==> src/rtl/pmc_pkg.sv <==
package pmc_pkg;

   typedef enum logic [1:0] {
      ST_AWAKE = 2'd0,
      ST_ENTER = 2'd1,
      ST_SLEEP = 2'd2,
      ST_EXIT  = 2'd3
   } pmc_state_e;

   // Sub-phase inside a transition: first wait, second wait, clock ramp.
   typedef enum logic [1:0] {
      PH_WAIT1 = 2'd0,
      PH_WAIT2 = 2'd1,
      PH_RAMP  = 2'd2
   } pmc_phase_e;

   localparam int RAMP_SEGS = 3;

endpackage

==> src/rtl/pmc_sync.sv <==
module pmc_sync #(
   parameter int STAGES  = 2,
   parameter bit RST_VAL = 1'b0
) (
   input  logic clk,
   input  logic rst_n,
   input  logic d,
   output logic q
);

   generate
      if (STAGES < 2) begin : g_bad_stages
         $error("pmc_sync: STAGES must be at least 2");
      end
   endgenerate

   logic [STAGES-1:0] chain;

   always_ff @(posedge clk or negedge rst_n) begin
      if (!rst_n) chain <= {STAGES{RST_VAL}};
      else        chain <= {chain[STAGES-2:0], d};
   end

   assign q = chain[STAGES-1];

endmodule

==> src/rtl/pmc_dly_timer.sv <==
module pmc_dly_timer #(
   parameter int W = 6
) (
   input  logic         clk,
   input  logic         rst_n,
   input  logic         load,
   input  logic [W-1:0] load_val,
   output logic         expire
);

   generate
      if (W < 2) begin : g_bad_width
         $error("pmc_dly_timer: W must be at least 2");
      end
   endgenerate

   localparam logic [W-1:0] ONE = W'(1);

   logic [W-1:0] cnt;

   always_ff @(posedge clk or negedge rst_n) begin
      if (!rst_n)          cnt <= '0;
      else if (load)       cnt <= load_val;
      else if (cnt != '0)  cnt <= cnt - ONE;
   end

   // Loaded with N at an edge: expire is seen at the (N)th following edge.
   assign expire = (cnt == ONE);

   // Clamped values reach the timer; a zero load would never expire.
   p_load_nonzero_r7: assert property (@(posedge clk) disable iff (!rst_n)
      load |-> (load_val != '0));

endmodule

==> src/rtl/pmc_clk_ramp.sv <==
module pmc_clk_ramp #(
   parameter int EN_W    = 16,
   parameter int SPLIT_A = 6,
   parameter int SPLIT_B = 11
) (
   input  logic                          clk,
   input  logic                          rst_n,
   input  logic [pmc_pkg::RAMP_SEGS-1:0] seg_stb,
   input  logic                          level,
   output logic [EN_W-1:0]               en
);

   localparam int NSEG = pmc_pkg::RAMP_SEGS;

   generate
      if (!(SPLIT_A > 0 && SPLIT_B > SPLIT_A && EN_W > SPLIT_B)) begin : g_bad_split
         $error("pmc_clk_ramp: need 0 < SPLIT_A < SPLIT_B < EN_W");
      end
   endgenerate

   function automatic logic [EN_W-1:0] span_mask(int lo, int hi);
      logic [EN_W-1:0] m;
      m = '0;
      for (int b = 0; b < EN_W; b++) begin
         if (b >= lo && b <= hi) m[b] = 1'b1;
      end
      return m;
   endfunction

   logic [EN_W-1:0] seg_mask [NSEG];

   generate
      for (genvar s = 0; s < NSEG; s++) begin : g_mask
         localparam int LO = (s == 0) ? 0 : ((s == 1) ? SPLIT_A : SPLIT_B);
         localparam int HI = (s == 0) ? SPLIT_A - 1 : ((s == 1) ? SPLIT_B - 1 : EN_W - 1);
         assign seg_mask[s] = span_mask(LO, HI);
      end
   endgenerate

   logic [EN_W-1:0] sel_mask;

   always_comb begin
      sel_mask = '0;
      for (int s = 0; s < NSEG; s++) begin
         if (seg_stb[s]) sel_mask = sel_mask | seg_mask[s];
      end
   end

   logic [EN_W-1:0] en_q;

   always_ff @(posedge clk or negedge rst_n) begin
      if (!rst_n) en_q <= '1;
      else        en_q <= (en_q & ~sel_mask) | ({EN_W{level}} & sel_mask);
   end

   assign en = en_q;

   // Only one segment may switch on any edge.
   p_one_seg_r4: assert property (@(posedge clk) disable iff (!rst_n)
      $onehot0(seg_stb));

endmodule

==> src/rtl/sleep_pm_ctrl.sv <==
module sleep_pm_ctrl #(
   parameter int DLY_W       = 6,
   parameter int EN_W        = 16,
   parameter int SPLIT_A     = 6,
   parameter int SPLIT_B     = 11,
   parameter int SYNC_STAGES = 2,
   parameter int MIN_IO_OFF  = 1,
   parameter int MIN_CLK_OFF = 11,
   parameter int MIN_CLK_ON  = 1,
   parameter int MIN_IO_ON   = 40
) (
   input  logic             clk,
   input  logic             rst_n,
   input  logic             sleep_req,
   input  logic [DLY_W-1:0] dly_io_off,
   input  logic [DLY_W-1:0] dly_clk_off,
   input  logic [DLY_W-1:0] dly_clk_on,
   input  logic [DLY_W-1:0] dly_io_on,
   output logic             io_en,
   output logic [EN_W-1:0]  clk_en,
   output logic             sleep_stat
);

   import pmc_pkg::*;

   localparam int DLY_MAX = (1 << DLY_W) - 1;
   localparam logic [DLY_W-1:0] MIN1 = DLY_W'(MIN_IO_OFF);
   localparam logic [DLY_W-1:0] MIN2 = DLY_W'(MIN_CLK_OFF);
   localparam logic [DLY_W-1:0] MIN3 = DLY_W'(MIN_CLK_ON);
   localparam logic [DLY_W-1:0] MIN4 = DLY_W'(MIN_IO_ON);
   localparam logic [1:0]       LAST_STEP = 2'(RAMP_SEGS - 1);

   generate
      if (DLY_W < 2 || DLY_W > 16) begin : g_bad_dly_w
         $error("sleep_pm_ctrl: DLY_W out of range");
      end
      if (MIN_IO_OFF < 1 || MIN_IO_OFF > DLY_MAX ||
          MIN_CLK_OFF < 1 || MIN_CLK_OFF > DLY_MAX ||
          MIN_CLK_ON < 1 || MIN_CLK_ON > DLY_MAX ||
          MIN_IO_ON < 1 || MIN_IO_ON > DLY_MAX) begin : g_bad_min
         $error("sleep_pm_ctrl: each minimum must lie in 1..2**DLY_W-1");
      end
   endgenerate

   // ---------------- request synchroniser ----------------
   logic req_s;

   pmc_sync #(.STAGES(SYNC_STAGES), .RST_VAL(1'b0)) u_sync (
      .clk   (clk),
      .rst_n (rst_n),
      .d     (sleep_req),
      .q     (req_s)
   );

   // ---------------- clamped wait values ----------------
   logic [DLY_W-1:0] t_io_off, t_clk_off, t_clk_on, t_io_on;

   assign t_io_off  = (dly_io_off  < MIN1) ? MIN1 : dly_io_off;
   assign t_clk_off = (dly_clk_off < MIN2) ? MIN2 : dly_clk_off;
   assign t_clk_on  = (dly_clk_on  < MIN3) ? MIN3 : dly_clk_on;
   assign t_io_on   = (dly_io_on   < MIN4) ? MIN4 : dly_io_on;

   // ---------------- shared wait timer ----------------
   logic             tmr_load;
   logic [DLY_W-1:0] tmr_val;
   logic             tmr_exp;

   pmc_dly_timer #(.W(DLY_W)) u_timer (
      .clk      (clk),
      .rst_n    (rst_n),
      .load     (tmr_load),
      .load_val (tmr_val),
      .expire   (tmr_exp)
   );

   // ---------------- sequencer ----------------
   pmc_state_e state_q, state_d;
   pmc_phase_e phase_q, phase_d;
   logic [1:0] step_q, step_d;
   logic       io_q, io_d;
   logic       stat_q, stat_d;
   logic [RAMP_SEGS-1:0] seg_stb;
   logic       ramp_level;

   always_comb begin
      state_d    = state_q;
      phase_d    = phase_q;
      step_d     = step_q;
      io_d       = io_q;
      stat_d     = stat_q;
      tmr_load   = 1'b0;
      tmr_val    = '0;
      seg_stb    = '0;
      ramp_level = 1'b1;
      unique case (state_q)
         ST_AWAKE: begin
            if (req_s) begin
               state_d  = ST_ENTER;
               phase_d  = PH_WAIT1;
               stat_d   = 1'b1;
               tmr_load = 1'b1;
               tmr_val  = t_io_off;
            end
         end
         ST_ENTER: begin
            ramp_level = 1'b0;
            unique case (phase_q)
               PH_WAIT1: begin
                  if (tmr_exp) begin
                     io_d     = 1'b0;
                     phase_d  = PH_WAIT2;
                     tmr_load = 1'b1;
                     tmr_val  = t_clk_off;
                  end
               end
               PH_WAIT2: begin
                  if (tmr_exp) begin
                     phase_d = PH_RAMP;
                     step_d  = 2'd0;
                  end
               end
               default: begin
                  seg_stb = RAMP_SEGS'(1) << step_q;
                  if (step_q == LAST_STEP) state_d = ST_SLEEP;
                  else                     step_d  = step_q + 2'd1;
               end
            endcase
         end
         ST_SLEEP: begin
            ramp_level = 1'b0;
            if (!req_s) begin
               state_d  = ST_EXIT;
               phase_d  = PH_WAIT1;
               tmr_load = 1'b1;
               tmr_val  = t_clk_on;
            end
         end
         default: begin
            ramp_level = 1'b1;
            unique case (phase_q)
               PH_WAIT1: begin
                  if (tmr_exp) begin
                     phase_d = PH_RAMP;
                     step_d  = 2'd0;
                  end
               end
               PH_RAMP: begin
                  seg_stb = RAMP_SEGS'(1) << step_q;
                  if (step_q == LAST_STEP) begin
                     phase_d  = PH_WAIT2;
                     tmr_load = 1'b1;
                     tmr_val  = t_io_on;
                  end else begin
                     step_d = step_q + 2'd1;
                  end
               end
               default: begin
                  if (tmr_exp) begin
                     io_d    = 1'b1;
                     stat_d  = 1'b0;
                     state_d = ST_AWAKE;
                  end
               end
            endcase
         end
      endcase
   end

   always_ff @(posedge clk or negedge rst_n) begin
      if (!rst_n) begin
         state_q <= ST_AWAKE;
         phase_q <= PH_WAIT1;
         step_q  <= 2'd0;
         io_q    <= 1'b1;
         stat_q  <= 1'b0;
      end else begin
         state_q <= state_d;
         phase_q <= phase_d;
         step_q  <= step_d;
         io_q    <= io_d;
         stat_q  <= stat_d;
      end
   end

   // ---------------- clock enable ramp ----------------
   pmc_clk_ramp #(.EN_W(EN_W), .SPLIT_A(SPLIT_A), .SPLIT_B(SPLIT_B)) u_ramp (
      .clk     (clk),
      .rst_n   (rst_n),
      .seg_stb (seg_stb),
      .level   (ramp_level),
      .en      (clk_en)
   );

   assign io_en      = io_q;
   assign sleep_stat = stat_q;

   // ---------------- assertions ----------------
   p_io_needs_clk_r10: assert property (@(posedge clk) disable iff (!rst_n)
      io_en |-> (clk_en == '1));

   p_sleep_quiet_r4: assert property (@(posedge clk) disable iff (!rst_n)
      (state_q == ST_SLEEP) |-> ((clk_en == '0) && !io_en && sleep_stat));

   p_stat_idle_r8: assert property (@(posedge clk) disable iff (!rst_n)
      !sleep_stat |-> (state_q == ST_AWAKE));

   p_enter_start_r2: assert property (@(posedge clk) disable iff (!rst_n)
      (state_q == ST_AWAKE && req_s) |=> (state_q == ST_ENTER && sleep_stat));

   p_enter_hold_r9: assert property (@(posedge clk) disable iff (!rst_n)
      (state_q == ST_ENTER) |=> (state_q == ST_ENTER || state_q == ST_SLEEP));

   p_exit_hold_r9: assert property (@(posedge clk) disable iff (!rst_n)
      (state_q == ST_EXIT) |=> (state_q == ST_EXIT || state_q == ST_AWAKE));

   p_io_fall_r3: assert property (@(posedge clk) disable iff (!rst_n)
      $fell(io_en) |-> (state_q == ST_ENTER && $past(clk_en) == '1));

endmodule

==> config.mk <==
export PLATFORM = sky130hd
export DESIGN_NAME = sleep_pm_ctrl
export DESIGN_NICKNAME = d
export VERILOG_FILES = /design/src/rtl/pmc_pkg.sv /design/src/rtl/pmc_sync.sv /design/src/rtl/pmc_dly_timer.sv /design/src/rtl/pmc_clk_ramp.sv /design/src/rtl/sleep_pm_ctrl.sv
export SDC_FILE = /design/constraint.sdc
export NUM_CORES = 1
export LEC_CHECK = 0
export ABC_AREA = 0
export BUFFER_PORTS_ARGS = -buffer_cell sky130_fd_sc_hd__buf_2
export CAP_MARGIN = 20
export CORE_ASPECT_RATIO = 0.8
export CORE_MARGIN = 5
export CORE_UTILIZATION = 55
export CTS_BUF_LIST = sky130_fd_sc_hd__clkbuf_8 sky130_fd_sc_hd__clkbuf_16
export CTS_CLUSTER_SIZE = 20
export DETAILED_ROUTE_END_ITERATION = 10
export PLACE_DENSITY = 0.83
export SLEW_MARGIN = 20
export SYNTH_ARGS = -nofsm -noshare
export SYNTH_HDL_FRONTEND = slang
export SYNTH_SLANG_ARGS = --single-unit
export TNS_END_PERCENT = 50
==> constraint.sdc <==
create_clock -name clk -period 5.91 [get_ports clk]
set_clock_uncertainty 0.05 [all_clocks]
set_input_delay 1.182 -clock clk [delete_from_list [all_inputs] [get_ports clk]]
set_output_delay 1.182 -clock clk [all_outputs]
set_load 0.02 [all_outputs]
==> results_dict.tcl, run 1 <==
set metrics [dict create \
    synth_ff_type "dfrtp_1" \
    hold_path.startpoint "u_sync.chain[0]" \
    cap_viol_max_count 0 \
    drtIter0Drc 83 \
    pwr-share-comb 0.593 \
    die_w_um 71.3 \
    layout.nets 240 \
    p_int_mw 0.417 \
    vias 1437 \
    fin_crit_sh 0.390 \
    finalHoldViolations 0 \
    firstDrtPassIters 4 \
    syn_area_per_cell_sq_um 9.45 \
    remaining_drc_errors 0 \
    ir_drop_uv 269 \
    via_per_inst 6.01 \
    row_count 17 \
    syn_area_sq_mm 0.00165 \
    cts_buffers 3 \
    core_area_sq_mm 0.00283 \
    gp_congestion 0.905 \
    dp_slack_ns 3.65 \
    slew_violations 0 \
    setup_violations 0 \
    p_leak_nw 0.856 \
    synthArstFlopShare 1.00 \
    antenna_cells 0 \
    fill_cells 260 \
    io_buffers 44 \
    r2r_cells 4 \
    cts.path.max_buffers 2 \
    grt.total_usage 0.213 \
    post_drt_wl_per_cell_um 17.9 \
    r2r-end "u_timer.cnt[1]" \
    grt_max_degree 20 \
    critPathArrivalTime_ns 2.39 \
    rsz0062_at_grt "false" \
    cts_hold_buf 0 \
    grt_pass1_vias 1505 \
    clkTransAtPathRegs_ns 0.06 \
    ys_seq_area_frac 0.290 \
    crit_path_end_kind "flip-flop" \
    power_mw 0.799 \
    switching_share 0.478 \
    powerDensity_mw_per_mm2 452 \
    startpoint_type "flip-flop" \
    fp.dieH_um 59.1 \
    cts_sinks 19 \
    reg2reg_slack_ns 3.60 \
    cts_max_level 1 \
    io_pins 45 \
    pwr-share-clk 0.113 \
    layout-drive-gt1-share 0.294 \
    start_util 0.585 \
    hold_ws_ns 0.312 \
    syn_to_final_growth_pct 6.96 \
    min_period_ns 2.31 \
    root_buffer "clkbuf_8" \
    yosys_warnings 0 \
    ys_seq_elements 19 \
    p_seq_frac 0.294 \
    path_max_fanout 16 \
    hold_path_class "reg2reg" \
    p_switching_mw 0.382 \
    tritoncts "done" \
    r2r-start "u_timer.cnt[2]" \
    wl_um 4270 \
    dpl.hpwl_um 3220 \
    synth_cells 175 \
    dp.cells 235 \
    instances_no_fill 239 \
    clock_latency_ns 0.26 \
    ys_types 56 \
    post_cts_resize_count 0 \
    max_freq_ghz 0.433 \
    grt_pass1_wl_um 7080 \
    fin_ws_ns 3.60 \
    ant_nets 0 \
    criticalPathCategory "reg2reg" \
    required_ns 6.00 \
    die-area_sq_mm 0.00421 \
    grt-ovfl-total 0 \
    synth_edf_count 0 \
    status "complete, no violations" \
    antenna_found_initial 0 \
    slew_headroom 0.436 \
    fin_setup_tns_ns 0 \
    whs_path_depth 0 \
    worst_pin_slew_ns 0.840 \
    syn_nets 213 \
    hold_end "u_sync.chain[1]" \
    postCtsSetupRepairBufs 0 \
]
[cells in the final DEF (no fill, tap or decap), types with 2 or more instances in the layout]
cell	instances
buf_2	44
dfrtp_1	15
inv_1	14
nand2_1	11
ha_1	11
nor2_1	7
mux2i_1	6
a31oi_1	6
a22oi_1	5
a21oi_1	5
nand3_1	5
nor2b_1	4
o211ai_1	4
nand4_1	4
o21ai_0	4
dfstp_2	4
o211a_1	3
a221o_1	3
nor3_1	3
a41oi_1	3
clkbuf_8	3
a211oi_1	2
xnor2_1	2
o21a_1	2
a21o_1	2
mux2_1	2
nand2b_1	2
o22ai_1	2
[layer usage]
metal	track usage	up-vias	part of all wire	routed length (um)
met1	0.265	681	0.42	1820
met2	0.372	70	0.49	2080
met4	0.0483	0	0.0042	18
met3	0.0559	2	0.085	363
met5	0	-	0	0
li1	-	684	-	-
[worst max path at each step]
stage,startpoint,end,slack (ns),depth (start not counted)
after floorplan,flip-flop,clk_en[1],3.90,1
after global placement,dly_clk_off[3],u_timer.cnt[1],3.67,5
after detailed placement,dly_clk_off[3],u_timer.cnt[1],3.65,5
after CTS,u_timer.cnt[2],u_timer.cnt[1],3.63,4
after global routing,u_timer.cnt[2],u_timer.cnt[1],3.50,4
final,u_timer.cnt[2],u_timer.cnt[1],3.60,4
[kinds of logic after synthesis]
group	after synthesis	share of synthesized area
multiplexers	8	0.0499
adder cells (fa/ha/maj)	11	0.0832
buffers and inverters	35	0.149
flip-flops	19	0.290
AO/OA/AOI/OAI	50	0.231
AND/OR/NAND/NOR	49	0.181
XOR/XNOR	3	0.0159
[cell usage after synthesis, types with 2 or more instances]
| library cell | number | area, sq um |
|---|---|---|
| nand3_1 | 5 | 25.0 |
| o21ai_0 | 4 | 20.0 |
| xnor2_1 | 2 | 17.5 |
| buf_6 | 3 | 33.8 |
| inv_1 | 13 | 48.8 |
| nand2b_1 | 2 | 12.5 |
| nor3_1 | 3 | 15.0 |
| nor2b_1 | 4 | 25.0 |
| a31oi_1 | 6 | 37.5 |
| a221o_1 | 3 | 30.0 |
| o22ai_1 | 2 | 12.5 |
| a22oi_1 | 5 | 37.5 |
| o211a_1 | 3 | 30.0 |
| a211oi_1 | 2 | 15.0 |
| mux2_1 | 2 | 22.5 |
| o211ai_1 | 4 | 30.0 |
| nand2_1 | 11 | 41.3 |
| dfrtp_1 | 15 | 375 |
| a21o_1 | 2 | 15.0 |
| nor2_1 | 7 | 26.3 |
| a21oi_1 | 5 | 25.0 |
| nand4_1 | 4 | 25.0 |
| buf_4 | 13 | 97.6 |
| ha_1 | 11 | 138 |
| a41oi_1 | 3 | 26.3 |
| mux2i_1 | 6 | 60.1 |
| clkbuf_1 | 2 | 7.51 |
| dfstp_2 | 4 | 105 |
| o21a_1 | 2 | 15.0 |
[metrics by stage]
stage          instance area, sq um  utilization
3_3_place_gp                   1720        0.609
5_1_grt                        1770        0.625
4_1_cts                        1770        0.625
2_1_floorplan                  1650            -
3_5_place_dp                   1720        0.609
6_report                       1770        0.625
[worst max-delay path, cell delays in order (launching register included)]
cell and delay [ns]:
dfrtp_1 0.46, nor4_4 0.79, nand2_1 0.34, mux2i_1 0.20
a221o_1 0.35
[power groups by stage]
stage | registers, mW | clock network [mW] | logic [mW]
4_1_cts | 0.232 | 0.0923 | 0.466
5_1_grt | 0.240 | 0.100 | 0.517
3_3_place_gp | 0.227 | 0 | 0.434
3_5_place_dp | 0.234 | 0 | 0.459
2_1_floorplan | 0.219 | 0 | 0.410
6_report | 0.235 | 0.0905 | 0.473
[layout make-up]
type                            instances  area [sq um]  area share
Clock inverter                          1          3.75     0.00212
Sequential cell                        19           480       0.272
Multi-Input combinational cell        121           927       0.524
Inverter                               13          48.8      0.0276
Timing Repair Buffer                   44           220       0.124
Tap cell                               38          47.5      0.0269
Clock buffer                            3          41.3      0.0233
(Power assumes the default switching activity.)
==> run 2, diff against run 1 <==
--- a/config.mk
+++ b/config.mk
@@ -5,16 +5,16 @@
 export SDC_FILE = /design/constraint.sdc
 export NUM_CORES = 1
 export LEC_CHECK = 0
-export ABC_AREA = 0
+export ABC_AREA = 1
 export BUFFER_PORTS_ARGS = -buffer_cell sky130_fd_sc_hd__buf_2
 export CAP_MARGIN = 20
 export CORE_ASPECT_RATIO = 0.8
 export CORE_MARGIN = 5
-export CORE_UTILIZATION = 55
+export CORE_UTILIZATION = 52
 export CTS_BUF_LIST = sky130_fd_sc_hd__clkbuf_8 sky130_fd_sc_hd__clkbuf_16
 export CTS_CLUSTER_SIZE = 20
 export DETAILED_ROUTE_END_ITERATION = 10
-export PLACE_DENSITY = 0.83
+export PLACE_DENSITY = 0.79
 export SLEW_MARGIN = 20
 export SYNTH_ARGS = -nofsm -noshare
 export SYNTH_HDL_FRONTEND = slang
==> constraint.sdc (replaced) <==
create_clock -name clk -period 2.2 [get_ports clk]
set_clock_uncertainty 0.05 [all_clocks]
set_input_delay 0.44 -clock clk [delete_from_list [all_inputs] [get_ports clk]]
set_output_delay 0.44 -clock clk [all_outputs]
set_load 0.02 [all_outputs]
==> run 2 against run 1 <==
Critical path depth rose by 5. First-iteration DRC count rose by 25%. Utilization fell by 1.9 points. Synthesized area increased by 0.53%. Clock power rose to 2.8 times the previous value. Die area rose by 5.3%. Largest cell class unchanged. Global-route usage shrank 4.1 points. Wire length is 18% lower.
==> results_dict.tcl, run 2 <==
set metrics [dict create \
    synthTopCellsByCount "60 x nand2_1, 31 x inv_1, 19 x nor2_1, 18 x o21ai_0, 15 x dfrtp_1" \
    synth_cells 233 \
    required_ns 2.35 \
    p_leak_nw 1.02 \
    cap_viol_max_count 0 \
    synthMuxAreaShare 0 \
    cp_cell_sequence "inv_1 > ha_1 > nand2_1 > inv_1 > nor2_1 > nand3_4 > a21oi_2 > nand2_1 > nand2_1" \
    cts_hold_buf 0 \
    wl_um 3510 \
    syn_area_per_cell_sq_um 7.14 \
    synth_compound_area_frac 0.150 \
    remaining_drc_errors 0 \
    antenna_found_initial 0 \
    clkTransAtPathRegs_ns 0.08 \
    dpl.hpwl_um 2850 \
    ys_seq_elements 19 \
    path_max_fanout 6 \
    final_common_cell "nand2_1" \
    worst_pin_slew_ns 0.429 \
    core_area_sq_mm 0.00309 \
    final_cell_mix "60 x nand2_1, 44 x buf_2, 31 x inv_1" \
    ant_nets 0 \
    io_buffers 44 \
    syn_area_sq_mm 0.00166 \
    fin_crit_sh 0.822 \
    root_buffer "clkbuf_8" \
    layout.nets 306 \
    cts.path.max_buffers 2 \
    gp_congestion 0.950 \
    cts_buffers 3 \
    postCtsSetupRepairBufs 0 \
    row_count 18 \
    yosysTopAreaCell "dfrtp_1" \
    hold_path_class "in2async" \
    min_period_ns 1.81 \
    die-area_sq_mm 0.00444 \
    via_per_inst 4.89 \
    crit_slowest_cell "dfrtp_1" \
    hold_ws_ns 0.0596 \
    synth_edf_count 0 \
    cpMostUsedCell "nand2_1" \
    post_drt_wl_per_cell_um 11.4 \
    synthSimpleGateAreaFrac 0.312 \
    synth_ff_type "dfrtp_1" \
    grt-ovfl-total 0 \
    synth_area_leaders "dfrtp_1 23%, nand2_1 14%, ha_1 8.3%, inv_1 7.0%, dfstp_2 6.3%" \
    grt.total_usage 0.172 \
    ys_seq_area_frac 0.289 \
    syn_to_final_growth_pct 12.5 \
    drtIter0Drc 104 \
    finalHoldViolations 0 \
    synth.most_common_cell "nand2_1" \
    post_cts_resize_count 0 \
    slew_headroom 0.714 \
    tritoncts "done" \
    crit_family "simple AND/OR/NAND/NOR gates" \
    fill_cells 277 \
    max_freq_ghz 0.553 \
    synth_top_family_by_area "simple AND/OR/NAND/NOR gates" \
    crit_path_end_kind "flip-flop" \
    clock_latency_ns 0.26 \
    die_w_um 73.2 \
    io_pins 45 \
    cts_sinks 19 \
    fin_setup_tns_ns 0 \
    yosys.area.top_type_share 0.226 \
    synth-xor-area-share 0.0211 \
    firstDrtPassIters 4 \
    critPathArrivalTime_ns 1.96 \
    yosys_warnings 0 \
    cp_slowest_stage_delay_ns 0.40 \
    antenna_cells 0 \
    powerDensity_mw_per_mm2 1270 \
    ys_types 31 \
    criticalPathCategory "reg2reg" \
    start_util 0.539 \
    fp.dieH_um 60.6 \
    syn_nets 271 \
    layout-drive-gt1-share 0.258 \
    grt_pass1_vias 1374 \
    vias 1502 \
    startpoint_type "flip-flop" \
    synthArstFlopShare 1.00 \
    setup_violations 0 \
    ir_drop_uv 647 \
    critPathBufInv 2 \
    cts_max_level 1 \
    rsz0062_at_grt "false" \
    status "complete, no violations" \
    reg2reg_slack_ns 0.39 \
    grt_max_degree 20 \
    synthAdderAreaFrac 0.0828 \
    slew_violations 0 \
    grt_pass1_wl_um 5930 \
]
[run 2: changes by cell type in the layout (fill, tap and decap cells not counted), sizes merged, moves of 7 or more]
cell   change
inv       +21
nand2     +53
o21ai     +17
a21oi      +7
nor2      +18
nand3      +9
[run 2: cell families after synthesis]
family / Yosys count
adder cells (fa/ha/maj): 11
AO/OA/AOI/OAI: 43
XOR/XNOR: 4
buffers and inverters: 49
AND/OR/NAND/NOR: 107
flip-flops: 19
[run 2: where the power goes]
group          internal, mW  switching, mW
clock                 0.126          0.125
sequential            0.501          0.148
combinational         0.518          0.959
[run 2: layout make-up]
| class | instances | area (sq um) | area share |
|---|---|---|---|
| clock buffers | 3 | 41.3 | 0.0221 |
| clock inverters | 1 | 5.00 | 0.00268 |
| repair buffers | 44 | 220 | 0.118 |
| inverters | 35 | 134 | 0.0716 |
| flip-flops and latches | 19 | 480 | 0.257 |
| multi-input cells | 165 | 940 | 0.502 |
| well taps | 40 | 50.0 | 0.0268 |
[run 2: through the flow]
| step | instances | setup WS, ns | total power, mW | area (sq um) | util |
|---|---|---|---|---|---|
| after floorplan | 233 | 0.593 | 1.87 | 1660 | - |
| after global placement | 303 | 0.421 | 2.10 | 1820 | 0.591 |
| after detailed placement | 303 | 0.412 | 2.12 | 1820 | 0.591 |
| after CTS | 307 | 0.406 | 2.38 | 1870 | 0.606 |
| after global routing | 307 | 0.195 | 2.61 | 1870 | 0.606 |
| final | 307 | 0.392 | 2.38 | 1870 | 0.606 |
[run 2: final timing paths]
kind | start | end | cells past startpoint
max in group asynchronous | rst_n | io_en | 1
setup reg to reg | state_q[0] | u_timer.cnt[0] | 9
hold / removal | rst_n | step_q[0] | 1
hold reg to reg | u_sync.chain[0] | u_sync.chain[1] | 0
setup / recovery | state_q[0] | u_timer.cnt[0] | 9
min in group clk | sleep_req | u_sync.chain[0] | 1
[run 2: layer usage]
layer | vias to the layer above | global-route usage | share of wire
met5 | - | 0 | 0
met4 | 0 | 0.0368 | 0.0066
met3 | 2 | 0.0414 | 0.076
met2 | 46 | 0.288 | 0.43
met1 | 655 | 0.227 | 0.48
li1 | 799 | - | -
==> run 3, diff against run 2 <==
--- a/config.mk
+++ b/config.mk
@@ -5,16 +5,16 @@
 export SDC_FILE = /design/constraint.sdc
 export NUM_CORES = 1
 export LEC_CHECK = 0
-export ABC_AREA = 1
+export ABC_AREA = 0
 export BUFFER_PORTS_ARGS = -buffer_cell sky130_fd_sc_hd__buf_2
 export CAP_MARGIN = 20
 export CORE_ASPECT_RATIO = 0.8
 export CORE_MARGIN = 5
-export CORE_UTILIZATION = 52
+export CORE_UTILIZATION = 47
 export CTS_BUF_LIST = sky130_fd_sc_hd__clkbuf_8 sky130_fd_sc_hd__clkbuf_16
 export CTS_CLUSTER_SIZE = 20
 export DETAILED_ROUTE_END_ITERATION = 10
-export PLACE_DENSITY = 0.79
+export PLACE_DENSITY = 0.76
 export SLEW_MARGIN = 20
 export SYNTH_ARGS = -nofsm -noshare
 export SYNTH_HDL_FRONTEND = slang
==> constraint.sdc (replaced) <==
create_clock -name clk -period 1.5 [get_ports clk]
set_clock_uncertainty 0.05 [all_clocks]
set_input_delay 0.3 -clock clk [delete_from_list [all_inputs] [get_ports clk]]
set_output_delay 0.3 -clock clk [all_outputs]
set_load 0.02 [all_outputs]
==> run 3 against run 2 <==
The flow now finishes with violations (setup timing). Design area grew 25%. Cell count is 7.2% lower. Largest cell class unchanged. Highest routed layer unchanged. Sequential share of layout area down 5.0 points. Flip-flop and latch count is the same. Wire length increased by 28%. Sequential power rose by 41%.
==> results_dict.tcl, run 3 (same netlist as run 1, synthesis figures left out) <==
set metrics [dict create \
    seq_area_sq_um 484 \
    worst_pin_slew_ns 0.446 \
    clock_latency_ns 0.26 \
    die_w_um 76.3 \
    path_max_fanout 6 \
    required_ns 1.61 \
    multi_input_area_sq_mm 0.00110 \
    dp.cells 274 \
    dpl.hpwl_um 3230 \
    row_count 19 \
    slew_violations 0 \
    vias 1556 \
    critPathArrivalTime_ns 1.89 \
    remaining_drc_errors 0 \
    status "complete, but fails checks" \
    grt-ovfl-total 0 \
    power_mw 4.52 \
    violations "setup timing" \
    wl_um 4500 \
    setup_violations 17 \
    rsz0062_at_grt "true" \
    finalHoldViolations 0 \
    core_area_sq_mm 0.00342 \
    tritoncts "done" \
    powerDensity_mw_per_mm2 1930 \
    post_drt_wl_per_cell_um 15.8 \
    firstDrtPassIters 4 \
    via_per_inst 5.46 \
    utilization 0.684 \
    fin_ws_ns -0.276 \
    criticalPathCategory "reg2reg" \
    antenna_cells 0 \
    min_period_ns 1.78 \
    cts.path.max_buffers 2 \
    cts_max_level 1 \
    crit_path_end_kind "flip-flop" \
    slew_headroom 0.703 \
    ant_nets 0 \
    startpoint_type "flip-flop" \
    hold_path_class "in2reg" \
    cts_buffers 3 \
    max_freq_ghz 0.563 \
    grt_pass1_wl_um 6960 \
    fp.dieH_um 63.1 \
    grt_max_degree 20 \
    cap_viol_max_count 0 \
    fill_cells 252 \
    syn_to_final_growth_pct 41.6 \
    drtIter0Drc 164 \
    grt_pass1_vias 1447 \
    antenna_found_initial 0 \
    cts_sinks 19 \
    die-area_sq_mm 0.00481 \
    io_pins 45 \
    dp_slack_ns -0.345 \
    layout.nets 282 \
    layout-drive-gt1-share 0.535 \
    fin_crit_sh 1.18 \
    final_common_cell "buf_2" \
    final_cell_mix "44 x buf_2, 30 x buf_4, 12 x dfrtp_1" \
    clkTransAtPathRegs_ns 0.07 \
    io_buffers 44 \
    root_buffer "clkbuf_8" \
    gp_congestion 0.844 \
    p_leak_nw 1.10 \
    start_util 0.483 \
    grt.total_usage 0.176 \
    instances_no_fill 285 \
    ir_drop_uv 1000 \
]
-- run 3: cell count changes in the layout (fill, tap and decap cells not counted), moves of 5 or more --
cell / delta
nand2_1: -49
a21oi_1: -8
o21ai_0: -17
nor2_1: -13
nand3_1: -9
inv_1: -23
buf_4: +30
buf_6: +9
mux2i_1: +5
-- run 3: cell type report --
cell class	instances	share of cell area
Clock buffer	3	0.0176
Clock inverter	1	0.00214
Inverter	13	0.0246
Multi-Input combinational cell	121	0.472
Sequential cell	19	0.207
Tap cell	42	0.0224
Timing Repair Buffer	86	0.255
-- run 3: per-stage QoR --
| step | area [sq um] | hold slack (ns) | TNS [ns] |
|---|---|---|---|
| global route | 2340 | 0.0835 | -3.96 |
| finish | 2340 | 0.0905 | -2.76 |
| CTS | 2280 | 0.0912 | -2.45 |
| floorplan | 1720 | -0.0456 | -2.34 |
| global placement | 2090 | 0.225 | -3.00 |
| detailed placement | 2090 | 0.232 | -3.21 |
-- run 3: final timing paths --
kind	depth (start not counted)	endpoint	from	slack [ns]
max in group asynchronous	2	async pin	rst_n	0.60
min in group asynchronous	2	u_sync.chain[0]	rst_n	0.46
worst min-delay path	1	u_sync.chain[0]	sleep_req	0.09
worst max-delay path	7	u_timer.cnt[2]	u_timer.cnt[5]	-0.28
worst min register to register	0	u_sync.chain[1]	u_sync.chain[0]	0.30
worst max register to register	7	u_timer.cnt[2]	u_timer.cnt[5]	-0.28
-- run 3: report_power, final --
group,internal (mW),leakage [nW],total (mW),switching [mW]
Combinational,1.70,0.850,3.24,1.54
Sequential,0.696,0.222,0.914,0.218
Clock,0.185,0.0255,0.367,0.182
Total,2.58,1.10,4.52,1.94
-- run 3: what timing repair did --
| action | in CTS | in global routing |
|---|---|---|
| pin swaps | 21 | 20 |
| gates resized for setup | 25 | 14 |
| setup buffers | 5 | 2 |
| setup endpoints to repair | 17 | 17 |
| endpoints found under the hold margin | 15 | 0 |
| hold buffers | 1 | 0 |
-- run 3: critical path, cell delays in order, from the launching register on --
cell and delay (ns):
dfrtp_1 0.43, nor4_4 0.33, buf_6 0.18, buf_6 0.10
buf_12 0.09, nand4_1 0.10, a21o_1 0.17, a31oi_1 0.21
-- run 3: routing by layer --
metal,up-vias,wire [um],GRT usage
li1,771,-,-
met1,732,2000,0.251
met2,51,2240,0.275
met3,2,259,0.0499
met4,0,8,0.0197
met5,-,0,0
